$ cat src/rtl/frame_serializer_pkg.sv
package frame_serializer_pkg;

  typedef enum logic [2:0] {
    PH_IDLE, PH_PRE, PH_SYNC, PH_ADDR, PH_PAY, PH_CRCH, PH_CRCL
  } phase_t;

  typedef enum logic [2:0] {
    SEL_SYNC, SEL_ADDR, SEL_PAY, SEL_CRCH, SEL_CRCL
  } sel_t;

  // Strobes from the sequencer to the datapath, valid for one cycle.
  typedef struct packed {
    logic go;      // latch header, seed CRC, drive first preamble bit
    logic pre;     // drive next preamble bit
    logic preVal;  // its value
    logic load;    // put a new byte on the line
    sel_t sel;     // which byte
    logic shift;   // next bit of the current byte
    logic stop;    // return line to idle
  } strobe_t;

  // One byte through the CCITT polynomial, MSB first.
  function automatic logic [15:0] crcByte(input logic [15:0] crcIn, input logic [7:0] d);
    logic [15:0] c;
    c = crcIn;
    for (int i = 7; i >= 0; i--) begin
      if (c[15] ^ d[i]) c = {c[14:0], 1'b0} ^ 16'h1021;
      else              c = {c[14:0], 1'b0};
    end
    return c;
  endfunction

endpackage

$ cat src/rtl/frame_serializer_ctrl.sv
module frame_serializer_ctrl
  import frame_serializer_pkg::*;
#(
  parameter int CLKS_PER_BIT = 100,
  parameter int PRE_BITS     = 16,
  parameter int MAX_PAY      = 100,
  parameter int LEN_W        = $clog2(MAX_PAY + 1)
) (
  input  logic             clk,
  input  logic             rstN,
  input  logic             start,
  input  logic [LEN_W-1:0] payLen,
  output strobe_t          ctl,
  output logic             busy,
  output logic             done
);
  localparam int TMR_W = $clog2(CLKS_PER_BIT);
  localparam int IDX_W = ($clog2(PRE_BITS) > 3) ? $clog2(PRE_BITS) : 3;
  localparam logic [TMR_W-1:0] TMR_MAX  = TMR_W'(CLKS_PER_BIT - 1);
  localparam logic [IDX_W-1:0] PRE_LAST = IDX_W'(PRE_BITS - 1);
  localparam logic [IDX_W-1:0] BIT_LAST = IDX_W'(7);

  phase_t           phase, phaseN;
  logic [TMR_W-1:0] bitTmr, tmrN;
  logic [IDX_W-1:0] bitIdx, idxN;
  logic [LEN_W-1:0] byteCnt, cntN, lenReg, lenN, lenClamped;
  logic             doneN;

  always_comb begin
    if (payLen == '0)                      lenClamped = LEN_W'(1);
    else if (payLen > LEN_W'(MAX_PAY))     lenClamped = LEN_W'(MAX_PAY);
    else                                   lenClamped = payLen;
  end

  always_comb begin
    ctl    = '0;
    phaseN = phase;
    tmrN   = bitTmr;
    idxN   = bitIdx;
    cntN   = byteCnt;
    lenN   = lenReg;
    doneN  = 1'b0;
    if (phase == PH_IDLE) begin
      if (start) begin
        ctl.go = 1'b1;
        phaseN = PH_PRE;
        tmrN   = TMR_MAX;
        idxN   = '0;
        cntN   = '0;
        lenN   = lenClamped;
      end
    end else if (bitTmr != '0) begin
      tmrN = bitTmr - 1'b1;
    end else begin
      tmrN = TMR_MAX;
      idxN = bitIdx + 1'b1;
      if (phase == PH_PRE) begin
        if (bitIdx == PRE_LAST) begin
          ctl.load = 1'b1; ctl.sel = SEL_SYNC; phaseN = PH_SYNC; idxN = '0;
        end else begin
          ctl.pre = 1'b1; ctl.preVal = bitIdx[0];
        end
      end else if (bitIdx != BIT_LAST) begin
        ctl.shift = 1'b1;
      end else begin
        idxN = '0;
        unique case (phase)
          PH_SYNC: begin ctl.load = 1'b1; ctl.sel = SEL_ADDR; phaseN = PH_ADDR; end
          PH_ADDR: begin ctl.load = 1'b1; ctl.sel = SEL_PAY;  phaseN = PH_PAY;  end
          PH_PAY: begin
            ctl.load = 1'b1;
            if (byteCnt == lenReg - LEN_W'(1)) begin
              ctl.sel = SEL_CRCH; phaseN = PH_CRCH;
            end else begin
              ctl.sel = SEL_PAY;  cntN = byteCnt + 1'b1;
            end
          end
          PH_CRCH: begin ctl.load = 1'b1; ctl.sel = SEL_CRCL; phaseN = PH_CRCL; end
          default: begin ctl.stop = 1'b1; phaseN = PH_IDLE; doneN = 1'b1; end
        endcase
      end
    end
  end

  always_ff @(posedge clk or negedge rstN) begin
    if (!rstN) begin
      phase   <= PH_IDLE;
      bitTmr  <= '0;
      bitIdx  <= '0;
      byteCnt <= '0;
      lenReg  <= LEN_W'(1);
      done    <= 1'b0;
    end else begin
      phase   <= phaseN;
      bitTmr  <= tmrN;
      bitIdx  <= idxN;
      byteCnt <= cntN;
      lenReg  <= lenN;
      done    <= doneN;
    end
  end

  assign busy = (phase != PH_IDLE);

endmodule

$ cat src/rtl/frame_serializer_dp.sv
module frame_serializer_dp
  import frame_serializer_pkg::*;
(
  input  logic       clk,
  input  logic       rstN,
  input  strobe_t    ctl,
  input  logic [7:0] syncByte,
  input  logic [7:0] addrByte,
  input  logic [7:0] payData,
  output logic       txLine
);
  logic [7:0]  syncReg, addrReg, shReg, selByte;
  logic [15:0] crc;
  logic        isData;

  always_comb begin
    unique case (ctl.sel)
      SEL_SYNC: selByte = syncReg;
      SEL_ADDR: selByte = addrReg;
      SEL_PAY:  selByte = payData;
      SEL_CRCH: selByte = crc[15:8];
      default:  selByte = crc[7:0];
    endcase
    isData = (ctl.sel == SEL_SYNC) || (ctl.sel == SEL_ADDR) || (ctl.sel == SEL_PAY);
  end

  always_ff @(posedge clk or negedge rstN) begin
    if (!rstN) begin
      syncReg <= '0;
      addrReg <= '0;
      shReg   <= '0;
      crc     <= 16'hFFFF;
      txLine  <= 1'b0;
    end else begin
      if (ctl.go) begin
        syncReg <= syncByte;
        addrReg <= addrByte;
        crc     <= 16'hFFFF;
        txLine  <= 1'b1;
      end
      if (ctl.pre) txLine <= ctl.preVal;
      if (ctl.load) begin
        txLine <= selByte[7];
        shReg  <= {selByte[6:0], 1'b0};
        if (isData) crc <= crcByte(crc, selByte);
      end
      if (ctl.shift) begin
        txLine <= shReg[7];
        shReg  <= {shReg[6:0], 1'b0};
      end
      if (ctl.stop) txLine <= 1'b0;
    end
  end

endmodule

$ cat src/rtl/frame_serializer.sv
module frame_serializer
  import frame_serializer_pkg::*;
#(
  parameter int CLKS_PER_BIT = 100,
  parameter int PRE_BITS     = 16,
  parameter int MAX_PAY      = 100,
  parameter int LEN_W        = $clog2(MAX_PAY + 1)
) (
  input  logic             clk,
  input  logic             rstN,
  input  logic             start,
  input  logic [7:0]       syncByte,
  input  logic [7:0]       addrByte,
  input  logic [LEN_W-1:0] payLen,
  input  logic [7:0]       payData,
  output logic             payNext,
  output logic             txLine,
  output logic             busy,
  output logic             done
);
  strobe_t ctl;

  frame_serializer_ctrl #(
    .CLKS_PER_BIT(CLKS_PER_BIT), .PRE_BITS(PRE_BITS),
    .MAX_PAY(MAX_PAY), .LEN_W(LEN_W)
  ) u_ctrl (
    .clk(clk), .rstN(rstN), .start(start), .payLen(payLen),
    .ctl(ctl), .busy(busy), .done(done)
  );

  frame_serializer_dp u_dp (
    .clk(clk), .rstN(rstN), .ctl(ctl),
    .syncByte(syncByte), .addrByte(addrByte), .payData(payData),
    .txLine(txLine)
  );

  assign payNext = ctl.load && (ctl.sel == SEL_PAY);

endmodule

$ cat config.mk
export PLATFORM = sky130hd
export DESIGN_NAME = frame_serializer
export DESIGN_NICKNAME = d
export VERILOG_FILES = /design/src/rtl/frame_serializer_pkg.sv /design/src/rtl/frame_serializer_ctrl.sv /design/src/rtl/frame_serializer_dp.sv /design/src/rtl/frame_serializer.sv
export SDC_FILE = /design/constraint.sdc
export NUM_CORES = 1
export LEC_CHECK = 0
export BUFFER_PORTS_ARGS = -buffer_cell sky130_fd_sc_hd__clkbuf_2
export CAP_MARGIN = 0
export CORE_MARGIN = 8
export CORE_UTILIZATION = 50
export CTS_CLUSTER_DIAMETER = 60
export CTS_CLUSTER_SIZE = 12
export DETAILED_ROUTE_END_ITERATION = 10
export GPL_TIMING_DRIVEN = 0
export MAX_ROUTING_LAYER = met4
export PLACE_DENSITY_LB_ADDON = 0.08
export SLEW_MARGIN = 20
export SYNTH_ARGS = -nofsm -noshare
export SYNTH_HDL_FRONTEND = slang
export SYNTH_SLANG_ARGS = --single-unit
$ cat constraint.sdc
create_clock -name clk -period 3.15 [get_ports clk]
set_clock_uncertainty 0.2 [all_clocks]
set_input_delay 0.315 -clock clk [delete_from_list [all_inputs] [get_ports clk]]
set_output_delay 0.315 -clock clk [all_outputs]
set_load 0.02 [all_outputs]
==> results of run 1 <==
## repair_timing
| action | CTS | global route |
|---|---|---|
| hold buffers | 18 | 0 |
| gates cloned | 1 | 0 |
| resized for setup | 45 | 25 |
| setup endpoints to repair | 29 | 27 |
| pin swaps | 28 | 25 |
| hold endpoints to repair | 35 | 0 |
| setup buffers | 12 | 7 |
## through the flow
stage / cell area (µm²) / instances / hold slack [ns]
detailed placement: 4652 / 639 / 0.1057
floorplan: 4309 / 493 / -0.1806
global placement: 4629 / 638 / 0.2599
finish: 5487 / 689 / 0.006702
CTS: 5334 / 683 / 0.001275
global route: 5487 / 689 / 0.005273
## layer usage
layer  GRT usage  vias to the layer above  wire length, µm
met5           -                        -                0
met4     0.07331                        0              172
met3     0.03073                       14              544
met2      0.3322                      107             5631
met1      0.2881                     1904             5549
li1            -                     1914                -
## tightest hold or removal path, stage by stage
cell and delay [ns]:
clkbuf_2 0.09, nand3_1 0.07, nand2_1 0.05
## cells in the final DEF, fill, tap and decap left out, drive strengths merged, types with 3 or more instances in the layout
master | synthesis | routed
a2111oi | 3 | 3
a211oi | 5 | 5
a21oi | 32 | 32
a221o | 3 | 3
a22oi | 3 | 3
a31oi | 8 | 8
and2 | 3 | 3
and3 | 5 | 5
buf | 6 | 29
clkbuf | 20 | 62
dfrtp | 52 | 52
dfstp | 17 | 17
dlygate4sd3 | 0 | 18
ha | 4 | 4
inv | 11 | 11
mux2i | 8 | 8
nand2 | 94 | 94
nand2b | 6 | 6
nand3 | 16 | 16
nand4 | 6 | 6
nor2 | 34 | 34
nor2b | 9 | 9
nor3 | 26 | 26
nor3b | 4 | 4
o211ai | 4 | 4
o21a | 4 | 4
o21ai | 34 | 34
o31ai | 4 | 4
o41ai | 4 | 4
or3 | 5 | 5
xnor2 | 19 | 19
xor2 | 12 | 12
## final cells by class
| class | instances | area [µm²] | area share |
|---|---|---|---|
| Buffer | 22 | 133.9 | 0.02440 |
| Clock inverter | 5 | 58.81 | 0.01072 |
| Inverter | 11 | 41.29 | 0.007526 |
| Sequential cell | 69 | 1748 | 0.3186 |
| Tap cell | 108 | 135.1 | 0.02463 |
| Timing Repair Buffer | 76 | 568.0 | 0.1035 |
| Multi-Input combinational cell | 387 | 2650 | 0.4830 |
| Clock buffer | 11 | 151.4 | 0.02759 |
## power by group through the flow
stage / clock network [mW] / logic [mW] / registers [mW]
final: 0.770 / 1.70 / 1.28
after global routing: 0.812 / 1.87 / 1.31
after CTS: 0.772 / 1.55 / 1.27
after detailed placement: 0 / 1.40 / 1.28
after global placement: 0 / 1.37 / 1.27
after floorplan: 0 / 1.10 / 1.23
## logic make-up (layout without fill, tap and decap cells)
kind of cell	count (synthesis)	after routing	share of synthesized area
and+or+nand+nor	221	221	0.2468
buffers and inverters	37	125	0.03866
xor gates and xnor gates	32	32	0.07558
DFF	69	69	0.4061
AOI/OAI and AO/OA	122	122	0.2026
adders and majority gates	4	4	0.01163
muxes	8	8	0.01861
## flip-flops by register name (all words and copies together) (netlist names), 4 cells and up
name and cells:
u_ctrl.lenReg 7, u_dp.addrReg 8, u_ctrl.byteCnt 7, u_ctrl.bitTmr 7
u_dp.shReg 7, u_dp.syncReg 8, u_ctrl.bitIdx 4, u_dp.crc 16
## how the worst min path moves through the flow
stage / from / end / slack (ns) / cells after the start
2_1_floorplan: rstN / u_ctrl.bitIdx[0] / -0.18 / 0
3_3_place_gp: u_dp.addrReg[3] / u_dp.addrReg[3] / 0.26 / 2
3_5_place_dp: rstN / u_ctrl.bitTmr[3] / 0.11 / 1
4_1_cts: payLen[4] / u_ctrl.lenReg[4] / 0.001 / 3
5_1_grt: payLen[4] / u_ctrl.lenReg[4] / 0.005 / 3
6_report: payLen[4] / u_ctrl.lenReg[4] / 0.007 / 3
==> qor.txt, run 1 <==
Port Buf Inserts - 37
DP Wirelength - 8.288 mm
Post-synth top cells - nand2_1, dfrtp_1, nor2_1, o21ai_0, a21oi_1
Wire per inst - 17.27 µm
FILL cells - 715
WP data arrival - 3.36 ns
Sw Share - 0.3912
Clock Power Share - 0.206
Slew @ Worst Pin - 0.8095 ns
Slew headroom - 0.4583
Max incr delay on CP - 0.44 ns
Number of vias per cell - 5.717
Root Driver - clkbuf_8
Pleak - 2.312 nW
Post-synth EDFFs - 0
Critical path origin - u_ctrl.lenReg[0]
Post-Route WL - 11.90 mm
Clock sinks - 69
Max rail drop VDD - 0.0003414 V
Synth top area cells - dfrtp_1, dfstp_2, nand2_1, o21ai_0, a21oi_1
Synth top area share - 0.3023
Die Wd - 108.8 µm
CTS Buf Count - 9
Sequential power share - 0.342
Most common cell in the netlist - nand2_1
Row cnt - 34
Period minus WS final - 3.290 ns
Ant diodes - 0
FFs w/ async S/R, synth - 1.000
Initial Util - 0.5034
CP Class - flip-flop to flip-flop
DR iter-0 viols - 226
Worst R2R End - u_dp.crc[12]
Failing checks - setup timing
Detail Route Antenna Nets - 0
Comb pwr share - 0.453
Total design power - 3.747 mW
Worst Path Buf+Inv - 1
CP top delay family - compound AO/OA/AOI/OAI gates
Post-synthesis sequential area ratio - 0.4061
Syn_area_per_cell - 8.730 µm²
Fraction of layout cells with a size suffix above 1 - 0.2788
PwrDens - 682.9 nW/µm²
Initial antenna violation count - 0
Final Slew Violations - 0
Fmax - 304.0 MHz
Cell area after synthesis - 4304 µm²
TritonCTS clock tree - done
Worst hold path class - primary input to flip-flop
Status - finished with violations
Worst-Skew Late Latency - 0.36 ns
Register bit total from synthesis - 69
Crit path launch type - flip-flop
I/O pin cnt - 38
Nets@finish - 614
GRT Util Overall - 0.2168
Syn nets - 531
Number of distinct library cells after synthesis - 71
Sw Pwr - 1.466 mW
Grt ovf - 0
Flop2flop setup slack - -0.14 ns
Final cycle utilization of the critical path - 1.044
DP Worst Slack - -0.6407 ns
CP Max Fanout - 3
CTS Buffer Depth - 2
CTS H-tree depth - 3
Clock transition at the registers of the reported paths - 0.08 ns
Setup crit end kind - flip-flop
Drt pass-1 iters - 5
Critical path's slowest cell - or4_4
Stages on worst setup path - 11
Setup violators final - 14
Layout area overhead - 27.47%
Final worst setup slack - -0.1398 ns
Die height - 108.8 µm
Internal - 2.281 mW
Synth Flop Type - dfrtp_1
Post-Syn Instances - 493
GP Congestion - 0.8597
Post-route setup TNS - -1.005 ns
Largest net degree at the start of global routing - 41
Crit path cell chain - buf_4, or3_4, or4_4, a311oi_4, o21ai_2, a311oi_2, o211ai_2, xnor2_2, xnor2_2, xnor2_1, mux2i_1
First-pass GRT wire length - 19.82 mm
Util after Layout - 0.6416
Final hold violation count - 0
Worst r2r path cells - 11
RSZ-0062 raised after global routing - yes
Worst Path Required - 3.22 ns
Setup crit end - u_dp.crc[12]
Yosys top cell by area - dfrtp_1
Die Area - 11830 µm²
Vias in the first global route - 3948
Most frequent cell on the critical path - xnor2_2
Max Cap Viol - 0
Vias - 3939
Drc violations - 0
Synth Warn # - 0
Core footprint - 8551 µm²
Critical register-to-register path startpoint - u_ctrl.lenReg[0]
(Power assumes the default switching activity.)
==> run 2, diff against run 1 <==
Settings changed: CORE_MARGIN 8 to 10.
==> run 2 against run 1 <==
The flow still finishes with violations (setup timing). Total power about the same. Combinational power rose by 6%. Design area barely moved. Hold slack better by 0.016 ns. Worst setup slack got worse by 0.0068 ns. Die area grew 7.5%. Critical path type unchanged. Highest routed layer unchanged.
==> qor.txt, run 2 (same netlist as run 1, synthesis figures left out) <==
CTS Buffer Depth - 2
Detail Route Antenna Nets - 0
Vias - 4034
Failing checks - setup timing
Layout area overhead - 27.59%
Slew headroom - 0.5112
Largest net degree at the start of global routing - 39
DP Worst Slack - -0.6317 ns
Period minus WS final - 3.297 ns
Number of vias per cell - 5.804
Final hold violation count - 0
Initial Util - 0.5186
Largest Register - u_dp.crc
DR iter-0 viols - 275
Core footprint - 8299 µm²
Die height - 112.8 µm
CTS Buf Count - 9
Max Cap Viol - 0
Setup violators final - 11
Port Buf Inserts - 37
Worst-Skew Late Latency - 0.35 ns
Worst Path Required - 3.23 ns
Crit path launch type - flip-flop
Vias in the first global route - 3819
CP Class - flip-flop to flip-flop
Worst Hold End - u_ctrl.lenReg[4]
Status - finished with violations
Nets@finish - 623
Wire per inst - 17.38 µm
Worst Hold Launch - payLen[4]
Slew @ Worst Pin - 0.7305 ns
Root Driver - clkbuf_8
Pleak - 2.327 nW
PwrDens - 682.9 nW/µm²
Grt ovf - 0
Final worst setup slack - -0.1466 ns
Final cycle utilization of the critical path - 1.047
I/O pin cnt - 38
Total design power - 3.750 mW
Row cnt - 33
Flop2flop setup slack - -0.15 ns
Worst r2r path cells - 11
Drc violations - 0
Final Slew Violations - 0
Largest regs - u_dp.crc (16), u_dp.addrReg (8), u_dp.syncReg (8)
Critical register-to-register path startpoint - u_ctrl.lenReg[2]
DP Wirelength - 8.230 mm
Clock transition at the registers of the reported paths - 0.08 ns
Post-route setup TNS - -0.8445 ns
RSZ-0062 raised after global routing - yes
Worst R2R End - u_dp.crc[5]
WP data arrival - 3.37 ns
Initial antenna violation count - 0
Commonest cells after routing, fill and taps aside - nand2_1, dfrtp_1, clkbuf_2, buf_4, nor2_1
Max rail drop VDD - 0.0004233 V
Die Area - 12720 µm²
Die Wd - 112.8 µm
Max reg flops - 16
CTS H-tree depth - 3
Worst hold path class - primary input to flip-flop
Hold path cells - 3
TritonCTS clock tree - done
Post-Route WL - 12.08 mm
GP Congestion - 0.8684
Most common cell after layout, fill and taps aside - nand2_1
Drt pass-1 iters - 7
GRT Util Overall - 0.1889
Ant diodes - 0
Setup crit end kind - flip-flop
Fraction of layout cells with a size suffix above 1 - 0.2966
First-pass GRT wire length - 19.55 mm
Clock sinks - 69
Fmax - 303.3 MHz
CP Max Fanout - 4
[run 2: changes by cell type in the layout (fill, tap and decap cells not counted), moves of 2 or more]
cell / before / now
xor2_1: 10 / 12
clkinv_2: 1 / 3
nor2_2: 2 / 4
buf_6: 3 / 1
nor2_4: 3 / 1
buf_4: 19 / 30
xor2_2: 2 / 0
[run 2: area by class of cell]
| cell class | instances | area (µm²) |
|---|---|---|
| buffer | 22 | 133.9 |
| sequential | 69 | 1749 |
| tap | 105 | 131.4 |
| clock buffer | 10 | 137.6 |
| clock inverter | 6 | 38.79 |
| inverter | 11 | 41.29 |
| fill | 678 | 2808 |
| timing repair buffer | 85 | 611.8 |
| multi-input combinational | 387 | 2648 |
[run 2: repair_timing]
item	in CTS	in global routing
setup endpoints to repair	28	25
hold endpoints to repair	35	0
buffers inserted	16	12
gates cloned	0	1
hold buffers	18	0
gates resized for setup	43	30
pin swaps	24	23
[run 2: worst max-delay path, stage by stage, from the launching register on]
cell,delay (ns)
dfrtp_2,0.46
or3_4,0.39
or4_4,0.45
a311oi_4,0.34
o21ai_2,0.15
a311oi_2,0.35
o211ai_4,0.16
xnor2_2,0.17
xnor2_2,0.15
buf_4,0.16
xnor2_1,0.12
mux2i_1,0.13
[run 2: power breakdown]
part / total [mW] / internal, mW / switching (mW)
Combinational: 1.80 / 0.854 / 0.949
Sequential: 1.28 / 1.09 / 0.194
Clock: 0.663 / 0.304 / 0.359
[run 2: per-layer routing]
layer	GRT usage	share of wire	vias up
li1	-	-	1935
met1	0.2525	0.47	1936
met2	0.2800	0.45	140
met3	0.04120	0.055	23
met4	0.05584	0.020	0
met5	-	0	-
[run 2: how the worst max path moves through the flow]
stage,start,endpoint,depth (start not counted)
finish,u_ctrl.lenReg[2],u_dp.crc[5],11
global placement,u_ctrl.bitTmr[0],u_dp.crc[6],12
global route,u_ctrl.lenReg[1],u_dp.crc[5],14
CTS,u_ctrl.lenReg[0],u_dp.crc[5],13
detailed placement,u_ctrl.bitTmr[0],u_dp.crc[6],12
floorplan,u_ctrl.lenReg[0],u_dp.crc[3],14
[run 2: through the flow]
stage | utilization | hold WS, ns | area, µm² | instances
floorplan | - | -0.1806 | 4309 | 493
global placement | 0.5574 | 0.2582 | 4626 | 635
detailed placement | 0.5601 | 0.1281 | 4648 | 636
CTS | 0.6391 | 0.002815 | 5304 | 684
global route | 0.6617 | 0.01492 | 5492 | 695
finish | 0.6617 | 0.02238 | 5492 | 695
==> run 3, diff against run 2 <==
Settings changed: SKIP_LAST_GASP from default to 1.
==> run 3 against run 2 <==
The run still ends with setup timing left. Clock power barely moved. Worst setup slack lost 0.024 ns. Hold slack gained 0.0028 ns. Clock-buffer cell count unchanged. Die area unchanged. Critical path type unchanged.
==> qor.txt, run 3 (same netlist as run 1, synthesis figures left out) <==
Status - finished with violations
Failing checks - setup timing
Die Area - 12720 µm²
Ant diodes - 0
Post-route setup TNS - -0.8568 ns
Initial antenna violation count - 0
Flop2flop setup slack - -0.17 ns
Layout area overhead - 28.26%
CTS H-tree depth - 3
Pleak - 2.328 nW
CTS Buffer Depth - 2
Multi-input logic area - 2661 µm²
DP Wirelength - 8.230 mm
Row cnt - 33
Setup crit end kind - flip-flop
WP data arrival - 3.40 ns
Clock transition at the registers of the reported paths - 0.08 ns
Detail Route Antenna Nets - 0
Setup violators final - 11
Worst Hold Launch - payLen[4]
FILL cells - 669
PwrDens - 681.0 nW/µm²
TritonCTS clock tree - done
Die height - 112.8 µm
GP Congestion - 0.8684
Root Driver - clkbuf_8
Vias - 4055
Largest Register - u_dp.crc
CP Max Fanout - 4
Most common cell after layout, fill and taps aside - nand2_1
Period minus WS final - 3.320 ns
Drc violations - 0
GRT Util Overall - 0.1894
Die Wd - 112.8 µm
Port Buf Inserts - 37
Initial Util - 0.5186
Final worst setup slack - -0.1703 ns
Slew @ Worst Pin - 0.7246 ns
Cell area after layout - 5520 µm²
Largest net degree at the start of global routing - 39
Final hold violation count - 0
Dpl cell area - 4648 µm²
Worst r2r path cells - 11
RSZ-0062 raised after global routing - yes
Crit path launch type - flip-flop
Grt ovf - 0
Hold path cells - 3
Vias in the first global route - 3844
Max Cap Viol - 0
Commonest cells after routing, fill and taps aside - nand2_1, dfrtp_1, clkbuf_2, nor2_1, buf_4
Max reg flops - 16
Core footprint - 8299 µm²
Clock sinks - 69
Worst Hold End - u_ctrl.lenReg[4]
Nets@finish - 622
CTS Buf Count - 9
Util after Layout - 0.6652
Largest regs - u_dp.crc (16), u_dp.addrReg (8), u_dp.syncReg (8)
Slew headroom - 0.5151
Post-Route WL - 12.16 mm
Worst Path Required - 3.23 ns
CP Class - flip-flop to flip-flop
DR iter-0 viols - 303
Worst R2R End - u_dp.crc[5]
Fraction of layout cells with a size suffix above 1 - 0.2988
Final cycle utilization of the critical path - 1.054
Worst-Skew Late Latency - 0.35 ns
Wire per inst - 17.52 µm
Worst hold path class - primary input to flip-flop
FF+latch area - 1749 µm²
Drt pass-1 iters - 5
First-pass GRT wire length - 19.58 mm
I/O pin cnt - 38
Critical register-to-register path startpoint - u_ctrl.lenReg[2]
Final Slew Violations - 0
Fmax - 301.2 MHz
Number of vias per cell - 5.843
Max rail drop VDD - 0.0004259 V
[run 3: cell count changes in the layout (fill, tap and decap cells not counted), sizes merged]
cell | previous run | this run
buf | 36 | 35
[run 3: what timing repair did]
action,CTS,global route
setup endpoints to repair,28,25
hold endpoints to repair,35,0
pin swaps,24,32
gates cloned,0,1
setup buffers,16,11
resized for setup,38,40
hold buffers,18,0
[run 3: area by class of cell]
| type | count | area share |
|---|---|---|
| multi-input cells | 387 | 0.4821 |
| flip-flops and latches | 69 | 0.3169 |
| repair buffers | 84 | 0.1133 |
| clock buffers | 10 | 0.02493 |
| plain buffers | 22 | 0.02448 |
| well taps | 105 | 0.02380 |
| inverters | 11 | 0.007480 |
| clock inverters | 6 | 0.007026 |
[run 3: worst max path at each step]
stage,from,end,slack [ns]
after detailed placement,u_ctrl.bitTmr[0],u_dp.crc[6],-0.63
after global placement,u_ctrl.bitTmr[0],u_dp.crc[6],-0.58
after floorplan,u_ctrl.lenReg[0],u_dp.crc[3],0.02
final,u_ctrl.lenReg[2],u_dp.crc[5],-0.17
after global routing,u_ctrl.bitTmr[0],u_dp.crc[5],-0.32
after CTS,u_ctrl.lenReg[0],u_dp.crc[5],-0.16
[run 3: metal layers]
| layer | vias to the layer above | wire, µm | GRT usage |
|---|---|---|---|
| met1 | 1939 | 5655 | 0.2525 |
| met2 | 152 | 5552 | 0.2815 |
| met4 | 0 | 269 | 0.05584 |
| met3 | 29 | 682 | 0.04120 |
| met5 | - | 0 | - |
| li1 | 1935 | - | - |
[run 3: critical path, cell delays in order (launching register included)]
cell and delay, ns:
dfrtp_2 0.46, or3_4 0.39, or4_4 0.45, a311oi_4 0.34
o21ai_2 0.13, a311oi_2 0.38, o211ai_4 0.16, xnor2_2 0.17
xnor2_2 0.15, buf_4 0.16, xnor2_1 0.12, mux2i_1 0.13
[run 3: through the flow]
stage	power (mW)	cells	setup slack, ns	hold slack, ns
5_1_grt	4.000	694	-0.3222	0.01492
6_report	3.759	694	-0.1703	0.02521
3_5_place_dp	2.675	636	-0.6317	0.1281
4_1_cts	3.555	684	-0.1567	0.002815
2_1_floorplan	2.326	493	0.01874	-0.1806
3_3_place_gp	2.634	635	-0.5850	0.2582
[run 3: report_power, final]
| part | leakage (nW) | internal (mW) | switching (mW) | total (mW) |
|---|---|---|---|---|
| clock | 0.0880 | 0.304 | 0.362 | 0.666 |
| sequential | 0.809 | 1.09 | 0.194 | 1.28 |
| combinational | 1.43 | 0.857 | 0.953 | 1.81 |
